<file path="src/rtl/rx_cell_fifo_pkg.sv">
package rx_cell_fifo_pkg;

  localparam int CELL_BYTES = 53;

  // Next index in a circular range 0..lim-1
  function automatic int wrap_inc(input int idx, input int lim);
    return (idx == lim - 1) ? 0 : idx + 1;
  endfunction

  // A whole, unstarted cell is present when the stored bytes cover the
  // rest of the cell being read, plus the partial cell being written,
  // plus at least one full cell.
  function automatic logic whole_cell_waiting(input int fill, input int wpos,
                                              input int rpos);
    int head_rest;
    head_rest = (rpos != 0) ? (CELL_BYTES - rpos) : 0;
    return fill >= (wpos + head_rest + CELL_BYTES);
  endfunction

endpackage

</file>
<file path="src/rtl/rcf_store.sv">
module rcf_store
  import rx_cell_fifo_pkg::*;
#(
  parameter int DW          = 8,
  parameter int DEPTH_BYTES = 212,
  parameter int FILL_W      = $clog2(DEPTH_BYTES + 1),
  parameter int POS_W       = $clog2(CELL_BYTES)
) (
  input  logic              clk,
  input  logic              rst_n,
  input  logic              wr_en,
  input  logic [DW-1:0]     wr_data,
  input  logic              rd_req,
  output logic [DW-1:0]     rd_data,
  output logic              rd_soc,
  output logic [FILL_W-1:0] fill,
  output logic [POS_W-1:0]  wpos,
  output logic [POS_W-1:0]  rpos,
  output logic              wr_acc,
  output logic              rd_acc
);
  localparam int PTR_W = $clog2(DEPTH_BYTES);

  logic [DW-1:0]    mem [DEPTH_BYTES];
  logic [PTR_W-1:0] wptr, rptr;
  logic             full, empty;

  assign full   = (fill == FILL_W'(DEPTH_BYTES));
  assign empty  = (fill == '0);
  assign wr_acc = wr_en && !full;
  assign rd_acc = rd_req && !empty;

  always_ff @(posedge clk) begin
    if (wr_acc) mem[wptr] <= wr_data;
  end

  always_ff @(posedge clk or negedge rst_n) begin
    if (!rst_n) begin
      wptr <= '0;
      wpos <= '0;
    end else if (wr_acc) begin
      wptr <= PTR_W'(wrap_inc(int'(wptr), DEPTH_BYTES));
      wpos <= POS_W'(wrap_inc(int'(wpos), CELL_BYTES));
    end
  end

  always_ff @(posedge clk or negedge rst_n) begin
    if (!rst_n) begin
      rptr    <= '0;
      rpos    <= '0;
      rd_data <= '0;
      rd_soc  <= 1'b0;
    end else begin
      rd_soc <= 1'b0;
      if (rd_acc) begin
        rd_data <= mem[rptr];
        rd_soc  <= (rpos == '0);
        rptr    <= PTR_W'(wrap_inc(int'(rptr), DEPTH_BYTES));
        rpos    <= POS_W'(wrap_inc(int'(rpos), CELL_BYTES));
      end
    end
  end

  always_ff @(posedge clk or negedge rst_n) begin
    if (!rst_n) fill <= '0;
    else begin
      case ({wr_acc, rd_acc})
        2'b10:   fill <= fill + 1'b1;
        2'b01:   fill <= fill - 1'b1;
        default: fill <= fill;
      endcase
    end
  end

endmodule

</file>
<file path="src/rtl/rcf_flag.sv">
module rcf_flag #(
  parameter int         AW       = 5,
  parameter logic [4:0] DEV_ADDR = 5'd3
) (
  input  logic          mode_multi,
  input  logic [AW-1:0] rd_addr,
  input  logic          has_byte,
  input  logic          has_cell,
  output logic          addr_hit,
  output logic          flag_out,
  output logic          flag_oe
);
  assign addr_hit = (rd_addr == AW'(DEV_ADDR));

  always_comb begin
    if (mode_multi) begin
      flag_oe  = addr_hit;
      flag_out = addr_hit && has_cell;
    end else begin
      flag_oe  = 1'b1;
      flag_out = has_byte;
    end
  end

endmodule

</file>
<file path="src/rtl/rx_cell_fifo.sv">
module rx_cell_fifo
  import rx_cell_fifo_pkg::*;
#(
  parameter int         DW          = 8,
  parameter int         AW          = 5,
  parameter int         DEPTH_CELLS = 4,
  parameter logic [4:0] DEV_ADDR    = 5'd3
) (
  input  logic          clk,
  input  logic          rst_n,
  input  logic          mode_multi,
  input  logic          wr_en,
  input  logic [DW-1:0] wr_data,
  input  logic          rd_en,
  input  logic [AW-1:0] rd_addr,
  output logic [DW-1:0] rd_data,
  output logic          rd_soc,
  output logic          flag_out,
  output logic          flag_oe
);
  localparam int DEPTH_BYTES = DEPTH_CELLS * CELL_BYTES;
  localparam int FILL_W      = $clog2(DEPTH_BYTES + 1);
  localparam int POS_W       = $clog2(CELL_BYTES);

  logic [FILL_W-1:0] fill;
  logic [POS_W-1:0]  wpos, rpos;
  logic              wr_acc, rd_acc, rd_req, addr_hit;
  logic              has_byte, has_cell;

  assign rd_req   = rd_en && (!mode_multi || addr_hit);
  assign has_byte = (fill != '0);
  assign has_cell = whole_cell_waiting(int'(fill), int'(wpos), int'(rpos));

  rcf_store #(
    .DW(DW), .DEPTH_BYTES(DEPTH_BYTES), .FILL_W(FILL_W), .POS_W(POS_W)
  ) u_store (
    .clk(clk), .rst_n(rst_n), .wr_en(wr_en), .wr_data(wr_data),
    .rd_req(rd_req), .rd_data(rd_data), .rd_soc(rd_soc), .fill(fill),
    .wpos(wpos), .rpos(rpos), .wr_acc(wr_acc), .rd_acc(rd_acc)
  );

  rcf_flag #(.AW(AW), .DEV_ADDR(DEV_ADDR)) u_flag (
    .mode_multi(mode_multi), .rd_addr(rd_addr), .has_byte(has_byte),
    .has_cell(has_cell), .addr_hit(addr_hit), .flag_out(flag_out),
    .flag_oe(flag_oe)
  );

endmodule

</file>
<file path="config.mk">
export PLATFORM = sky130hd
export DESIGN_NAME = rx_cell_fifo
export DESIGN_NICKNAME = d
export VERILOG_FILES = /design/src/rtl/rx_cell_fifo_pkg.sv /design/src/rtl/rcf_store.sv /design/src/rtl/rcf_flag.sv /design/src/rtl/rx_cell_fifo.sv
export SDC_FILE = /design/constraint.sdc
export NUM_CORES = 2
export LEC_CHECK = 0
export ABC_AREA = 1
export BUFFER_PORTS_ARGS = -buffer_cell sky130_fd_sc_hd__buf_4
export CAP_MARGIN = 10
export CORE_ASPECT_RATIO = 1.2
export CORE_MARGIN = 2
export CORE_UTILIZATION = 59
export DETAILED_ROUTE_END_ITERATION = 8
export PLACE_DENSITY_LB_ADDON = 0.05
export SLEW_MARGIN = 20
export SYNTH_ARGS = -nofsm -noshare
export SYNTH_HDL_FRONTEND = slang
export SYNTH_SLANG_ARGS = --single-unit
</file>
<file path="constraint.sdc">
create_clock -name clk -period 10.35 [get_ports clk]
set_input_delay 0 -clock clk [delete_from_list [all_inputs] [get_ports clk]]
set_output_delay 0 -clock clk [all_outputs]
set_load 0.005 [all_outputs]
</file>
==> key figures <==
Critical path
  • Worst path required time: 10350 ps
  • Worst reg2reg setup slack: 5470 ps
  • R2R Path Start: u_store.rptr[1]$_DFFE_PN0P_
  • Crit-path cells: inv_1 -> ha_1 -> inv_1 -> nor3_1 -> nand3_1 -> nand2_1 -> inv_1 -> ha_1 -> ha_1 -> fa_1 -> nand3_1 -> nand2_1 -> nand2_1 -> nand3_1 -> o21ai_0 -> ha_1 -> ha_1 -> nand4_1 -> o221ai_1 -> nand4_1 -> nand3_1 -> nand2_1 -> nand2_1 -> buf_4
  • Crit path from: u_store.rpos[0]$_DFFE_PN0P_
  • Critical Path Start Type: flop
  • R2R depth: 15
  • Crit path DAT: 4960 ps
  • Cell at the slowest stage of the critical path: fa_1
  • CP Class: reg2out
  • Critical Path Fanout Max: 7
  • RR Endpoint: u_store.rd_data[5]$_DFFE_PN0P_
  • Worst Setup End Kind: primary output
  • Max stage delay on crit path: 460 ps

Hold path
  • Hold Path End: u_store.mem[192][1]$_DFFE_PP_
  • Min-Delay Path Class: in2reg
  • HP Start: wr_data[1]
  • Worst Hold Depth: 1

Floorplanning
  • Initial Util: 59.5%
  • I/O pin total: 29
  • Die Span Y: 388 microns
  • Width of the die: 324 microns
  • Die footprint: 0.126 sq mm
  • Core area: 0.122 sq mm
  • Row cnt: 140

STA
  • Setup_tns: 0 ps
  • Max Slew Vio Count: 0
  • Hold Slack: -15.6 ps
  • Min Tclk post-route: 4960 ps
  • Fin. Hold Viols: 8
  • Final-report setup violation count: 0
  • Max Clock Freq: 201 MHz
  • RSZ-0062 raised after global routing: false
  • Slew @ Worst Pin: 1170 ps
  • Slew HR: 21.8%
  • Max Clock Skew: 26.1 ps
  • Period utilisation layout: 48.0%

Synth
  • Synth Instances: 6253
  • Synth warn: 0
  • Synth Flop Type: edfxtp_1
  • Syn nets: 6320
  • Cell variety after synth: 37
  • Most common library cells after synthesis: 1696 x edfxtp_1, 1456 x nor2_1, 884 x nand2_1
  • Area leader, netlist: edfxtp_1
  • Sequential area share after synthesis: 71.9%
  • Synth area leaders: edfxtp_1 70%, nor2_1 7.6%, o21ai_0 5.4%
  • #FFs+latches synth: 1741
  • Async SR Flop Fraction: 2.58%
  • Synth Cell Area: 0.0724 sq mm
  • Number of synthesized flops with an enable pin: 1696
  • Count leader, synth: edfxtp_1
  • Top cell type's share of synthesized area: 70.4%
  • Syn Area/Cell: 11.6 sq um

Detailed routing
  • WL final: 198 mm
  • Remaining DRCs: 0
  • Detailed router's first-iteration violation count: 6044
  • Wire per inst: 25.0 microns
  • First-pass iteration count of the detailed router: 7
  • Routed Antenna Nets: 0
  • Vias/cell: 6.04
  • Total number of vias: 47800

Global routing
  • Total global-route track usage: 31.7%
  • Largest net degree at the start of global routing: 210
  • Vias in the first global route: 45300
  • Initial antenna violation count: 5
  • First-pass GRT wire length: 293 mm
  • GR Overflow Total: 0

Place
  • Inst Count DP: 7597
  • Port bufs: 28
  • DP HPWL: 112 mm
  • Gpl congestion: 0.879

Pwr
  • Lkg Pwr: 27.3 nW
  • Pwr per Cell Area: 262 mW/mm^2
  • VDD IR-drop max: 0.373 mV

CTS
  • CTS H-tree depth: 4
  • Clock transition at path regs: 60 ps
  • Root buf cell: clkbuf_16
  • Clock Latency Late Sink: 820 ps
  • CTS tree: built
  • Setup bufs post-CTS: 0
  • Clock Sinks: 1741
  • Hold-fix buffers, CTS: 13
  • Clock Tree Buf Depth: 3
  • Post-CTS sizing: 0
  • CTS buffer count: 167

Layout
  • Final net count: 6213
  • Layout filler cell count: 9368
  • Syn-to-layout area delta: 9.18%
  • Fin cells: 7920
  • Share of cells above drive strength 1: 6.03%

Outcome
  • Failing checks: hold timing
  • Status: finished with violations

Job
  • Max-cap violations: 0
## final cells by class
cell class / count / area (sq um) / share of cell area, %
antenna: 1 / 2.50 / 0.00317
clock buffer: 213 / 4530 / 5.73
clock inverter: 96 / 893 / 1.13
inverter: 217 / 836 / 1.06
multi-input combinational: 3902 / 17600 / 22.3
sequential: 1741 / 52100 / 65.9
tap: 1633 / 2040 / 2.59
timing repair buffer: 117 / 1040 / 1.32
## layout by cell type, fill, tap and decap left out, drive strengths merged, types with 47 or more instances in the layout
| cell | n |
|---|---|
| nor2 | 1457 |
| o21ai | 853 |
| clkbuf | 221 |
| a21oi | 94 |
| nand3 | 278 |
| buf | 97 |
| nand2 | 885 |
| clkinv | 74 |
| edfxtp | 1696 |
| ha | 47 |
| inv | 221 |
| o211ai | 149 |
| o22ai | 58 |
## worst max-delay path, delay by kind of cell, from the launching register on
family                   cells  cell delay [ps]
buffers and inverters        4              330
adder cells (fa/ha/maj)      6             1740
flip-flops                   1              410
AO/OA/AOI/OAI                2              370
AND/OR/NAND/NOR             12             1320
## report_power, final
| group | internal (mW) | total, mW | switching, mW | leakage [nW] |
|---|---|---|---|---|
| combinational | 1.76 | 6.46 | 4.70 | 8.87 |
| clock | 3.49 | 6.11 | 2.62 | 2.67 |
| sequential | 7.89 | 8.12 | 0.228 | 15.8 |
| total | 13.1 | 20.7 | 7.55 | 27.3 |
## flip-flops by register name, summed over array words and instances, names as in the netlist
register         cells
u_store.fill         8
u_store.mem       1696
u_store.rd_data      8
u_store.rd_soc       1
u_store.rpos         6
u_store.rptr         8
u_store.wpos         6
u_store.wptr         8
## routing by layer
metal  vias to the layer above  share of wire (%)  track usage [%]
met1                     23500                 39             44.1
met3                       396                8.7             5.14
met5                         -             0.0055                0
met2                      2256                 48             49.7
li1                      21700                  -                -
met4                         2                4.4             13.7
## kinds of logic (layout without fill, tap and decap cells)
group / Yosys count / in the layout / synth area share (%)
simple gates: 2668 / 2668 / 14.5
buf+inv: 610 / 643 / 3.79
mux: 1 / 1 / 0.0138
fa+ha+maj: 49 / 49 / 0.868
other cells: 0 / 1 / 0
compound gates: 1171 / 1171 / 8.78
flops: 1741 / 1741 / 71.9
xor+xnor: 13 / 13 / 0.157
## stage by stage
step,power [mW],instance area [sq um],worst slack (ps),hold slack (ps),utilization [%]
after floorplan,12.3,72400,6830,-296,-
after global placement,14.6,73500,5650,83.8,60.4
after detailed placement,14.6,73500,5630,83.1,60.4
after CTS,20.7,79000,5340,14.6,65.0
after global routing,21.6,79000,5090,37.3,65.0
final,20.7,79000,5390,-15.6,65.0
## how the worst max path moves through the flow
stage	to	slack [ps]	cells past startpoint
2_1_floorplan	flag_out	6830	23
3_3_place_gp	u_store.rd_data[0]$_DFFE_PN0P_	5650	16
3_5_place_dp	u_store.rd_data[5]$_DFFE_PN0P_	5630	15
4_1_cts	flag_out	5340	24
5_1_grt	flag_out	5090	25
6_report	flag_out	5390	24
No activity file was read; power rests on OpenSTA's default activity.
